<file path="src/rtl/pgw_pkg.sv">
package pgw_pkg;
  typedef enum logic [2:0] {ST_IDLE, ST_LOAD, ST_WAIT, ST_POLL, ST_DONE} pgw_state_e;
  typedef enum logic [1:0] {PH_IDLE, PH_SU, PH_PW, PH_HD} pgw_phase_e;

  localparam int unsigned CMD_LEN = 3;

  // unlock word address for command slot idx
  function automatic logic [31:0] pgw_cmd_addr(input logic [1:0] idx);
    return (idx == 2'd1) ? 32'h0000_2AAA : 32'h0000_5555;
  endfunction

  // unlock word data for command slot idx
  function automatic logic [7:0] pgw_cmd_data(input logic [1:0] idx);
    case (idx)
      2'd0:    return 8'hAA;
      2'd1:    return 8'h55;
      default: return 8'hA0;
    endcase
  endfunction

  // page number in the upper field, byte offset in the lower field
  function automatic logic [31:0] pgw_data_addr(input logic [31:0] page,
                                                input logic [31:0] ofs,
                                                input int ofs_w);
    return (page << ofs_w) | ofs;
  endfunction
endpackage

</file>
<file path="src/rtl/pgw_bus_cycle.sv">
module pgw_bus_cycle #(
  parameter int AW   = 17,
  parameter int DW   = 8,
  parameter int T_SU = 2,
  parameter int T_PW = 3,
  parameter int T_HD = 2
) (
  input  logic          clk,
  input  logic          rst_n,
  input  logic          go,
  input  logic          go_read,
  input  logic [AW-1:0] go_addr,
  input  logic [DW-1:0] go_data,
  output logic          free,
  output logic          fin,
  output logic          ce_n,
  output logic          we_n,
  output logic          oe_n,
  output logic [AW-1:0] addr,
  output logic [DW-1:0] dout,
  output logic          dout_en,
  input  logic [DW-1:0] din,
  output logic [DW-1:0] rd_data
);
  import pgw_pkg::*;

  localparam int TM1 = (T_SU > T_PW) ? T_SU : T_PW;
  localparam int TMX = (TM1 > T_HD) ? TM1 : T_HD;
  localparam int CW  = $clog2(TMX + 1);

  pgw_phase_e    ph;
  logic [CW-1:0] cnt;
  logic          rd;
  logic          last_tick;

  assign last_tick = (cnt == '0);
  assign fin       = (ph == PH_HD) && last_tick;
  assign free      = (ph == PH_IDLE) || fin;

  always_ff @(posedge clk) begin
    if (!rst_n) begin
      ph      <= PH_IDLE;
      cnt     <= '0;
      rd      <= 1'b0;
      addr    <= '0;
      dout    <= '0;
      rd_data <= '0;
    end else if (go && free) begin
      ph   <= PH_SU;
      cnt  <= CW'(T_SU - 1);
      rd   <= go_read;
      addr <= go_addr;
      dout <= go_data;
    end else begin
      case (ph)
        PH_SU: if (last_tick) begin ph <= PH_PW; cnt <= CW'(T_PW - 1); end
               else cnt <= cnt - 1'b1;
        PH_PW: if (last_tick) begin
                 ph  <= PH_HD;
                 cnt <= CW'(T_HD - 1);
                 if (rd) rd_data <= din;
               end else cnt <= cnt - 1'b1;
        PH_HD: if (last_tick) ph <= PH_IDLE;
               else cnt <= cnt - 1'b1;
        default: ;
      endcase
    end
  end

  assign ce_n    = (ph == PH_IDLE);
  assign we_n    = !((ph == PH_PW) && !rd);
  assign oe_n    = !((ph == PH_PW) && rd);
  assign dout_en = (ph != PH_IDLE) && !rd;
endmodule

</file>
<file path="src/rtl/pgw_wait.sv">
module pgw_wait #(
  parameter int TW = 9
) (
  input  logic          clk,
  input  logic          rst_n,
  input  logic          load,
  input  logic [TW-1:0] val,
  output logic          expire
);
  logic          run;
  logic [TW-1:0] cnt;

  assign expire = run && (cnt == '0);

  always_ff @(posedge clk) begin
    if (!rst_n) begin
      run <= 1'b0;
      cnt <= '0;
    end else if (load) begin
      run <= 1'b1;
      cnt <= val;
    end else if (expire) begin
      run <= 1'b0;
    end else if (run) begin
      cnt <= cnt - 1'b1;
    end
  end
endmodule

</file>
<file path="src/rtl/pgw_ctrl.sv">
module pgw_ctrl #(
  parameter int PAGE_W  = 10,
  parameter int OFS_W   = 7,
  parameter int DAT_W   = 8,
  parameter int T_SU    = 2,
  parameter int T_PW    = 3,
  parameter int T_HD    = 2,
  parameter int T_START = 70,
  parameter int T_DONE  = 400
) (
  input  logic                    clk,
  input  logic                    rst_n,
  input  logic                    req_valid,
  output logic                    req_ready,
  input  logic [PAGE_W-1:0]       req_page,
  input  logic [OFS_W-1:0]        req_last,
  input  logic                    req_poll,
  input  logic                    dat_valid,
  output logic                    dat_ready,
  input  logic [DAT_W-1:0]        dat_byte,
  output logic                    busy,
  output logic                    done,
  output logic                    mem_ce_n,
  output logic                    mem_we_n,
  output logic                    mem_oe_n,
  output logic [PAGE_W+OFS_W-1:0] mem_addr,
  output logic [DAT_W-1:0]        mem_dout,
  output logic                    mem_dout_en,
  input  logic [DAT_W-1:0]        mem_din
);
  import pgw_pkg::*;

  localparam int AW   = PAGE_W + OFS_W;
  localparam int KW   = OFS_W + 2;
  localparam int TMAX = (T_START > T_DONE) ? T_START : T_DONE;
  localparam int TW   = $clog2(TMAX + 1);

  pgw_state_e       state;
  logic [PAGE_W-1:0] page_q;
  logic [OFS_W-1:0]  last_q;
  logic              poll_q;
  logic [KW-1:0]     k;
  logic              have_prev;
  logic [DAT_W-1:0]  prev;

  // named internal events
  logic          in_load, in_poll, cmd_slot, dat_slot, load_over;
  logic          cyc_free, cyc_fin, cyc_go, dat_take, poll_go, poll_match;
  logic          tmr_load, tmr_expire;
  logic [KW-1:0] slot_ofs;
  logic [AW-1:0] go_addr;
  logic [DAT_W-1:0] go_data, rd_data;

  assign in_load   = (state == ST_LOAD);
  assign in_poll   = (state == ST_POLL);
  assign slot_ofs  = k - KW'(CMD_LEN);
  assign cmd_slot  = in_load && (k < KW'(CMD_LEN));
  assign dat_slot  = in_load && !cmd_slot && (slot_ofs <= KW'(last_q));
  assign load_over = in_load && !cmd_slot && !dat_slot;

  assign dat_ready  = dat_slot && cyc_free;
  assign dat_take   = dat_ready && dat_valid;
  assign poll_match = in_poll && cyc_fin && have_prev && (rd_data == prev);
  assign poll_go    = in_poll && cyc_free && !poll_match;
  assign cyc_go     = (cmd_slot && cyc_free) || dat_take || poll_go;
  assign tmr_load   = load_over && cyc_free;

  always_comb begin
    if (cmd_slot) begin
      go_addr = AW'(pgw_cmd_addr(k[1:0]));
      go_data = DAT_W'(pgw_cmd_data(k[1:0]));
    end else if (in_poll) begin
      go_addr = AW'(pgw_data_addr(32'(page_q), 32'd0, OFS_W));
      go_data = '0;
    end else begin
      go_addr = AW'(pgw_data_addr(32'(page_q), 32'(slot_ofs[OFS_W-1:0]), OFS_W));
      go_data = dat_byte;
    end
  end

  always_ff @(posedge clk) begin
    if (!rst_n) begin
      state     <= ST_IDLE;
      page_q    <= '0;
      last_q    <= '0;
      poll_q    <= 1'b0;
      k         <= '0;
      have_prev <= 1'b0;
      prev      <= '0;
    end else begin
      case (state)
        ST_IDLE: if (req_valid) begin
          page_q    <= req_page;
          last_q    <= req_last;
          poll_q    <= req_poll;
          k         <= '0;
          have_prev <= 1'b0;
          state     <= ST_LOAD;
        end
        ST_LOAD: begin
          if (cyc_go) k <= k + 1'b1;
          if (tmr_load) state <= ST_WAIT;
        end
        ST_WAIT: if (tmr_expire) state <= poll_q ? ST_POLL : ST_DONE;
        ST_POLL: if (cyc_fin) begin
          if (poll_match) state <= ST_DONE;
          else begin
            prev      <= rd_data;
            have_prev <= 1'b1;
          end
        end
        default: state <= ST_IDLE;
      endcase
    end
  end

  assign req_ready = (state == ST_IDLE);
  assign busy      = (state != ST_IDLE);
  assign done      = (state == ST_DONE);

  pgw_bus_cycle #(.AW(AW), .DW(DAT_W), .T_SU(T_SU), .T_PW(T_PW), .T_HD(T_HD)) u_cyc (
    .clk(clk), .rst_n(rst_n), .go(cyc_go), .go_read(in_poll),
    .go_addr(go_addr), .go_data(go_data), .free(cyc_free), .fin(cyc_fin),
    .ce_n(mem_ce_n), .we_n(mem_we_n), .oe_n(mem_oe_n), .addr(mem_addr),
    .dout(mem_dout), .dout_en(mem_dout_en), .din(mem_din), .rd_data(rd_data)
  );

  pgw_wait #(.TW(TW)) u_wait (
    .clk(clk), .rst_n(rst_n), .load(tmr_load),
    .val(poll_q ? TW'(T_START) : TW'(T_DONE)), .expire(tmr_expire)
  );
endmodule

</file>
<file path="config.mk">
export PLATFORM = sky130hd
export DESIGN_NAME = pgw_ctrl
export DESIGN_NICKNAME = d
export VERILOG_FILES = /design/src/rtl/pgw_pkg.sv /design/src/rtl/pgw_bus_cycle.sv /design/src/rtl/pgw_wait.sv /design/src/rtl/pgw_ctrl.sv
export SDC_FILE = /design/constraint.sdc
export NUM_CORES = 1
export LEC_CHECK = 0
export CELL_PAD_IN_SITES_DETAIL_PLACEMENT = 1
export CELL_PAD_IN_SITES_GLOBAL_PLACEMENT = 2
export CORE_MARGIN = 8
export CORE_UTILIZATION = 29
export DETAILED_ROUTE_END_ITERATION = 8
export PLACE_DENSITY_LB_ADDON = 0.2
export SLEW_MARGIN = 15
export SYNTH_ARGS = -nofsm -noshare
export SYNTH_HDL_FRONTEND = slang
export SYNTH_SLANG_ARGS = --single-unit
</file>
<file path="constraint.sdc">
create_clock -name clk -period 3.1 [get_ports clk]
set_input_delay 0.62 -clock clk [delete_from_list [all_inputs] [get_ports clk]]
set_output_delay 0.62 -clock clk [all_outputs]
set_load 0.03 [all_outputs]
</file>
**Word-level counts from Yosys, hierarchy flattened**

Index checks and enable logic that the tools add are counted.

- Register bits after elaboration: 87
- Output and inout bits: 33
- Logic and storage cells: 141

- Add/sub/neg operators: 4
- Magnitude comparators: 2
- Eq/ne operators: 25
- Muxes and demuxes: 36
- Bitwise gates (word level): 4
- Reduce and logical (&&, ||, !) cells: 53

Operators with widths:

| kind | count |
|---|---|
| $mux 9 | 6 |
| $mux 17 | 2 |
| $logic_and 1x1->1 | 19 |
| $mux 3 | 6 |
| $pmux 9 s2 | 1 |
| $or 17x7->17 | 1 |
| $mux 8 | 2 |
| $pmux 8 s2 | 1 |
| $reduce_and 4->1 | 4 |
| $mux 15 | 1 |
| $ne 2x1->1 const B | 7 |
| $mux 2 | 6 |
| $pmux 2 s3 | 2 |
| $pmux 3 s4 | 1 |
| $ne 2x2->1 const B | 5 |
| $reduce_bool 2->1 | 5 |
| $add 9x1->9 const B | 1 |
| $le 9x7->1 | 1 |
| $logic_not 9->1 | 1 |
| $lt 9x2->1 const B | 1 |
| $sub 9x1->9 const B | 1 |
| $sub 9x2->9 const B | 1 |
| $eq 8x8->1 | 1 |
| $reduce_and 2->1 | 4 |
| other kinds (21) | 44 |

**Depth between registers and ports, before layout**

Gate-level depths: netlist of run 1.

- Word-level depth: 12
- Depth in mapped cells: 13
- Depth with buffers taken out: 10

**Cells and area by module**

A second synthesis of run 1 with hierarchy kept.

- Cell total of the unflattened synthesis: 569
- Area total of the unflattened synthesis: 4,545.6 um^2

Modules (own cells, without submodules):

| module | instances | cells an instance | area an instance (um^2) | sequential area each (um^2) |
|---|---|---|---|---|
| pgw_ctrl | 1 | 317 | 2,384.8 | 780.7 |
| pgw_bus_cycle | 1 | 186 | 1,574.0 | 760.7 |
| pgw_wait | 1 | 66 | 586.8 | 200.2 |

**Worst setup path after synthesis of run 1**

OpenSTA, ideal clock, no wires.

- Path kind: reg2out
- From: register k[2]
- To: output port dat_ready
- Arrival time: 2,372 ps
- Path slack: 108 ps
- Cell stages (with the launch flop): 9
- Path through: dfxtp_1 buf_6 or4_4 nor2_1 xor2_1 ha_1 a211oi_1 a41o_1 and3_1

- Cells in the longest elaborated chain, start to end: 6
- Elaborated cells on any way between the ends: 8
- Those cells by class: add/sub (1); order compare (2); reduce/logical (5)

Ends and longest elaborated chain:

| element | line | text |
|---|---|---|
| start: declaration | pgw_ctrl.sv:42 | `logic [KW-1:0] k;` |
| start signal: assignment | pgw_ctrl.sv:101 | `if (cyc_go) k <= k + 1'b1;` |
| branches (longest 4 deep; another with $sub 9x2->9) | n/a |  |
| $logic_and 1x1->1 (*) | pgw_ctrl.sv:58 | `assign dat_slot = in_load && !cmd_slot && (slot_ofs <= KW'(last_q));` |
| $logic_and 1x1->1 (*) | pgw_ctrl.sv:61 | `assign dat_ready = dat_slot && cyc_free;` |
| end: declaration | pgw_ctrl.sv:19 | `output logic dat_ready,` |

Mark *: on every way between the ends.

**Worst setup path in the final report of run 1**

- From: register k[1]
- To: output port dat_ready

Same word-level chain as after synthesis.

==> results by group, run 1 <==
Yosys
  – Top cell type's share of synthesized area: 39.6%
  – Top-count cell post-synth: dfxtp_1
  – Mapped Area: 4390 um2
  – Post-synth EDFFs: 0
  – Most used flip-flop cell after synthesis: dfxtp_1
  – Cell taking the most area after synthesis: dfxtp_1
  – Cell count after synthesis: 517
  – Seq/Total Area, Yosys: 39.6%
  – Synthesis Warnings: 0
  – Post-synthesis register bit count: 87
  – Post-synth top cells: dfxtp_1 (87), nand2_1 (80), a21oi_1 (44)
  – Ranking of synthesized cells by area: dfxtp_1 (40%), nand2_1 (6.8%), mux2i_1 (6.2%)
  – Synthesized area per cell: 8.50 um2
  – Synth async-reset ratio: 0%
  – Post-synthesis cell type count: 60
  – Synthesized Nets: 576

STA
  – Slew @ Worst Pin: 0.966 ns
  – Setup ws final: -0.0462 ns
  – Final Hold Violating Endpoints: 0
  – Crit path time final: 3.15 ns
  – Fmax: 318 MHz
  – Clock skew: 0.00815 ns
  – Final Setup Violations: 1
  – Fin crit share: 101%
  – Fin Setup TNS: -0.0462 ns
  – Rel. slew slack: 35.4%
  – Pins Over Slew Limit: 0
  – RSZ-0062 raised after global routing: true

GRT
  – All-Layer GR Usage: 13.9%
  – Largest net degree at the start of global routing: 41
  – Antenna violations before repair: 0
  – Vias in the first global route: 4281
  – First-pass GRT wire length: 22000 um
  – Grt total ovfl: 0

Worst setup path
  – R2r setup slk: 0.19 ns
  – Max incr delay on CP: 0.37 ns
  – Crit start category: register
  – Critical path's slowest cell: dfxtp_4
  – Critical path data arrival time: 2.53 ns
  – Worst r2r path cells: 10
  – Setup Crit Path Kind: reg2out
  – CP endpoint kind: primary output
  – Reg2reg start: k[2]
  – RR Endpoint: k[6]
  – Crit-path cells: ha_4 > nor3_4 > xor2_2 > ha_1 > nand4_1 > or2_4 > a41o_4 > and3_4 > buf_12
  – Crit-path max FO: 5
  – CP required: 2.48 ns

Clocking
  – Clock transition at path regs: 0.07 ns
  – H-tree lvl count: 3
  – CTS Sinks: 87
  – Worst-Skew Late Latency: 0.34 ns
  – CTS tree: done
  – CTS max path bufs: 2
  – CTS root buffer: clkbuf_16
  – Number of buffers created by CTS: 9

Status
  – Status: finished with violations
  – Failing checks: setup timing

Power
  – Sw Share: 40.2%
  – Internal power: 3.03 mW
  – Logic gate share of total power: 46.6%
  – Peak supply drop: 0.393 mV
  – Switch Pwr: 2.04 mW
  – LEAKAGE: 2.42 nW
  – Clock power frac: 23.7%
  – Seq pwr share: 29.7%
  – Power Dens Cells: 864 nW/um2

Hold path
  – Worst hold path type: reg2reg
  – Hold path start: page_q[8]
  – Hold EP: page_q[8]
  – Hold Path Stages: 2

Final layout
  – Layout cells sized above 1: 12.4%
  – Register Area: 1750 um2
  – Fillcell total: 1756
  – Ant. Diodes: 0
  – Nets@finish: 649
  – P&R area growth vs syn: 33.3%
  – Finished Core Util: 39.1%
  – Area of the multi-input gates: 2490 um2

Die
  – Starting Density: 29.3%
  – Die Wd: 139 um
  – Core Box Area: 15000 um2
  – Vert. Die Dim: 139 um
  – # rows: 45
  – Die area: 19300 um2
  – Ports: 71

Placed design
  – DPL Wire Length: 9830 um
  – Port bufs: 70
  – GP Congestion: 0.789
  – Dpl ws: 0.0363 ns

Drt
  – Avg WL per Cell: 17.0 um
  – DRC: 0
  – Post-route ant nets: 0
  – Vias per cell: 5.02
  – DRT Pass-1 Iters: 4
  – Vias: 3930
  – DRT iter0 DRCs: 169
  – Post-Route WL: 13300 um

Job
  – Maxcap violations: 0
## layer usage
layer	vias to the layer above	part of all wire, %	routed length, um	global-route usage (%)
li1	1955	-	-	-
met1	1901	47	6280	17.3
met2	63	48	6410	23.6
met3	11	3.2	420	2.72
met4	0	1.2	162	4.74
met5	-	0	0	0
## placed cells by master (no fill, tap or decap), types with 6 or more instances in the layout
master           instances
nor3_1                  23
nand4_1                  6
ha_1                    19
xnor2_1                  8
nand2_1                 79
nand3_1                 12
nor2_1                  35
clkdlybuf4s50_1         69
o21ai_0                 10
dfxtp_1                 84
xor2_1                  10
buf_4                   25
a311oi_1                15
a21oi_1                 44
clkbuf_16                9
or3_1                    7
mux2i_1                 27
inv_1                   19
## stage by stage
stage,cells,total power [mW],instance area [um2],hold slack [ns]
3_5_place_dp,759,3.86,5370,0.450
2_1_floorplan,517,2.96,4390,0.436
5_1_grt,783,5.40,5860,0.474
3_3_place_gp,759,3.83,5370,0.445
4_1_cts,776,5.10,5760,0.461
6_report,783,5.06,5860,0.457
## worst max-delay path, delay by kind of cell (launching register included)
kind            cells  cell delay [ns]
compound gates      1             0.29
fa+ha+maj           2             0.52
buf+inv             1             0.13
flops               1             0.37
xor+xnor            1             0.11
simple gates        4             0.77
## how the worst max path moves through the flow
stage          from         to  cells after the start
2_1_floorplan  k[2]  dat_ready                      8
3_3_place_gp   k[2]  dat_ready                      8
3_5_place_dp   k[2]  dat_ready                      8
4_1_cts        k[2]  dat_ready                      9
5_1_grt        k[1]  dat_ready                      9
6_report       k[1]  dat_ready                      9
## power by group through the flow
stage | sequential [mW] | combinational (mW) | clock [mW]
after global routing | 1.54 | 2.57 | 1.28
after global placement | 1.53 | 2.30 | 0
after detailed placement | 1.54 | 2.33 | 0
after floorplan | 1.76 | 1.21 | 0
final | 1.51 | 2.36 | 1.20
after CTS | 1.52 | 2.35 | 1.23
## flip-flops by register name, indices dropped and copies added, names as in the netlist, 7 cells and up
| register | flops |
|---|---|
| u_cyc.addr | 17 |
| page_q | 10 |
| k | 9 |
| u_wait.cnt | 9 |
| prev | 8 |
| u_cyc.dout | 8 |
| u_cyc.rd_data | 8 |
| last_q | 7 |
## layout make-up
| type | instances | share of cell area [%] |
|---|---|---|
| inverter | 19 | 1.22 |
| tap | 188 | 4.02 |
| sequential | 87 | 29.9 |
| clock inverter | 7 | 1.73 |
| timing repair buffer | 99 | 16.7 |
| clock buffer | 9 | 3.85 |
| multi-input combinational | 374 | 42.6 |
## logic make-up after synthesis
| family | Yosys count | synth area share (%) |
|---|---|---|
| buf+inv | 56 | 5.58 |
| compound gates | 105 | 16.4 |
| mux | 27 | 6.15 |
| xor+xnor | 20 | 3.99 |
| simple gates | 201 | 22.2 |
| flops | 87 | 39.6 |
| fa+ha+maj | 21 | 5.98 |
## repair_timing
item	in CTS	in global routing
resized for setup	13	9
hold buffers	0	0
setup buffers	1	7
pin swaps	2	6
setup endpoints to repair	1	27
(Power assumes the default switching activity.)
==> run 2: changes to the inputs <==
--- a/config.mk
+++ b/config.mk
@@ -5,10 +5,11 @@
 export SDC_FILE = /design/constraint.sdc
 export NUM_CORES = 1
 export LEC_CHECK = 0
+export ABC_AREA = 1
 export CELL_PAD_IN_SITES_DETAIL_PLACEMENT = 1
 export CELL_PAD_IN_SITES_GLOBAL_PLACEMENT = 2
 export CORE_MARGIN = 8
-export CORE_UTILIZATION = 29
+export CORE_UTILIZATION = 27
 export DETAILED_ROUTE_END_ITERATION = 8
 export PLACE_DENSITY_LB_ADDON = 0.2
 export SLEW_MARGIN = 15
==> run 2 against run 1 <==
Compared with the run above: the flow now finishes without violations; critical path depth up 6; non-clock buffer count down 9; clock power down 6%; count of clock-buffer cells in the layout unchanged; first-iteration DRC count down 5.3%; power down 7.3%; wire length up 6.8%; clock skew up 0.0024 ns; via count up 9.1%; sequential power about the same; cell area up 2.4%; critical path type unchanged; highest routed layer unchanged.
==> results by group, run 2 <==
Status
  – Status: finished clean

Drt
  – DRT iter0 DRCs: 160
  – Post-Route WL: 14200 um
  – DRT Pass-1 Iters: 4
  – DRC: 0
  – Post-route ant nets: 0
  – Avg WL per Cell: 15.4 um
  – Vias: 4289
  – Vias per cell: 4.67

Job
  – Maxcap violations: 0

STA
  – Final Hold Violating Endpoints: 0
  – RSZ-0062 raised after global routing: true
  – Final Setup Violations: 0
  – Fmax: 330 MHz
  – Setup ws final: 0.0736 ns
  – Pins Over Slew Limit: 0
  – Fin Setup TNS: 0 ns
  – Hold Slack: 0.470 ns
  – Slew @ Worst Pin: 0.616 ns
  – Rel. slew slack: 58.8%
  – Crit path time final: 3.03 ns
  – Clock skew: 0.0106 ns
  – Fin crit share: 97.6%

Die
  – # rows: 47
  – Die area: 21100 um2
  – Core Box Area: 16500 um2
  – Starting Density: 27.4%
  – Vert. Die Dim: 145 um
  – Die Wd: 145 um
  – Ports: 71

Power
  – Power Dens Cells: 783 nW/um2
  – Clock power frac: 24.1%
  – LEAKAGE: 2.42 nW
  – Internal power: 2.72 mW
  – Sw Share: 42.1%
  – Logic gate share of total power: 43.9%
  – Switch Pwr: 1.97 mW
  – Peak supply drop: 0.366 mV
  – Seq pwr share: 32.0%

Worst setup path
  – Critical path data arrival time: 2.41 ns
  – CP endpoint kind: primary output
  – Worst path top cell family by delay: simple AND/OR/NAND/NOR gates
  – Worst path most repeated cell: nand2_1
  – Crit-path cells: buf_4 > inv_2 > ha_4 > ha_1 > nand2_1 > nor2_2 > nand2_1 > nand3_1 > nand2_1 > nand2_1 > nand2_2 > nand2_4 > nor3_4 > buf_6 > buf_12
  – Crit start category: register
  – Max incr delay on CP: 0.37 ns
  – Buf/Inv on CP: 4
  – Critical path's slowest cell: dfxtp_4
  – Setup Crit Path Kind: reg2out
  – Crit-path max FO: 4
  – CP required: 2.48 ns

Final layout
  – Max reg flops: 17
  – Most frequent cells in the layout: nand2_1 (96), dfxtp_1 (84), clkdlybuf4s50_1 (68), inv_1 (67), nor2_1 (65)
  – Most common cell after layout, fill and taps aside: nand2_1
  – Finished Core Util: 36.4%
  – Ant. Diodes: 0
  – Nets@finish: 752
  – Layout cells sized above 1: 14.8%
  – Biggest register: u_cyc.addr
  – Fin area: 6000 um2
  – Biggest regs: u_cyc.addr: 17 flops, page_q: 10 flops
  – P&R area growth vs syn: 33.1%

Yosys
  – Seq/Total Area, Yosys: 38.7%
  – Top-count cell post-synth: nand2_1
  – Most used flip-flop cell after synthesis: dfxtp_1
  – Synth async-reset ratio: 0%
  – Top cell type's share of synthesized area: 38.7%
  – Post-synthesis cell type count: 41
  – Cell count after synthesis: 616
  – Post-synthesis register bit count: 87
  – Ranking of synthesized cells by area: dfxtp_1 (39%), nand2_1 (8.4%), ha_1 (5.8%)
  – Synthesized Nets: 675
  – Synthesis Warnings: 0
  – Post-synth top cells: nand2_1 (101), dfxtp_1 (87), inv_1 (69), nor2_1 (69), o21ai_0 (50)
  – Cell taking the most area after synthesis: dfxtp_1
  – Post-synth EDFFs: 0
  – Mapped Area: 4510 um2
  – Synthesized area per cell: 7.31 um2

Clocking
  – CTS Sinks: 87
  – CTS root buffer: clkbuf_16
  – CTS tree: done
  – H-tree lvl count: 3
  – Number of buffers created by CTS: 9
  – Clock transition at path regs: 0.06 ns
  – CTS max path bufs: 2
  – Worst-Skew Late Latency: 0.35 ns

GRT
  – First-pass GRT wire length: 23500 um
  – Antenna violations before repair: 0
  – Vias in the first global route: 4555
  – All-Layer GR Usage: 13.6%
  – Grt total ovfl: 0
  – Largest net degree at the start of global routing: 29

Placed design
  – Placed Area: 5410 um2
  – Dpl ws: -0.0672 ns
  – DPL Wire Length: 10500 um
  – Port bufs: 70
  – GP Congestion: 0.832

Hold path
  – Worst hold path type: reg2reg
[run 2: power groups by stage]
| stage | combinational, mW | clock [mW] | sequential [mW] |
|---|---|---|---|
| detailed placement | 2.03 | 0 | 1.53 |
| CTS | 2.08 | 1.18 | 1.50 |
| global route | 2.28 | 1.21 | 1.53 |
| floorplan | 1.10 | 0 | 1.72 |
| global placement | 1.99 | 0 | 1.52 |
| finish | 2.06 | 1.13 | 1.50 |
[run 2: per-stage QoR]
| step | std cells | power, mW |
|---|---|---|
| 3_5_place_dp | 890 | 3.55 |
| 6_report | 918 | 4.69 |
| 2_1_floorplan | 616 | 2.82 |
| 5_1_grt | 918 | 5.02 |
| 3_3_place_gp | 890 | 3.51 |
| 4_1_cts | 914 | 4.76 |
[run 2: worst paths after layout]
path	from	endpoint	slack, ns	cells after the start
worst max-delay path	k[0]	dat_ready	0.07	15
worst min-delay path	last_q[3]	last_q[3]	0.47	2
worst max register to register	k[1]	u_cyc.cnt[0]	0.21	20
worst min register to register	last_q[3]	last_q[3]	0.47	2
[run 2: logic make-up (layout without fill, tap and decap cells)]
group / count (synthesis) / after routing / synth area share [%]
and+or+nand+nor: 251 / 251 / 26.0
AOI/OAI and AO/OA: 146 / 146 / 18.0
DFF: 87 / 87 / 38.7
adders and majority gates: 21 / 21 / 5.83
buffers and inverters: 101 / 183 / 9.55
xor gates and xnor gates: 10 / 10 / 1.94
[run 2: worst register-to-register path, stage by stage (launching register included)]
cell and delay (ns):
dfxtp_4 0.37, ha_4 0.17, inv_2 0.06, nand2_4 0.07, xor2_4 0.17, ha_4 0.29, nand2_4 0.05, nor2_2 0.12
nand2_1 0.07, nand3_1 0.08, nand2_1 0.06, nand2_1 0.07, nand2_2 0.08, buf_4 0.14, buf_4 0.13, nand4_4 0.10
nand2_4 0.22, inv_4 0.23, o21ai_0 0.12, o21ai_1 0.13, nor2_1 0.05
[run 2: what timing repair did]
action	in CTS	in global routing
endpoints found under the setup margin	1	1
hold buffers	0	0
resized for setup	22	16
cloned	0	0
setup buffers	8	4
pin swaps	8	7
[run 2: layer usage]
metal	share of wire [%]	vias up	GRT usage, %
met4	1.4	0	4.53
met2	49	49	23.3
met1	47	2048	16.7
met3	2.9	14	2.89
li1	-	2178	-
met5	0	-	0
[run 2: layout make-up]
class                   instances  area, um2
fillers                      2013      10500
multi-input cells             428       2510
flip-flops and latches         87       1750
repair buffers                 90        860
inverters                      77        299
well taps                     220        275
clock buffers                   9        225
clock inverters                 7       77.6
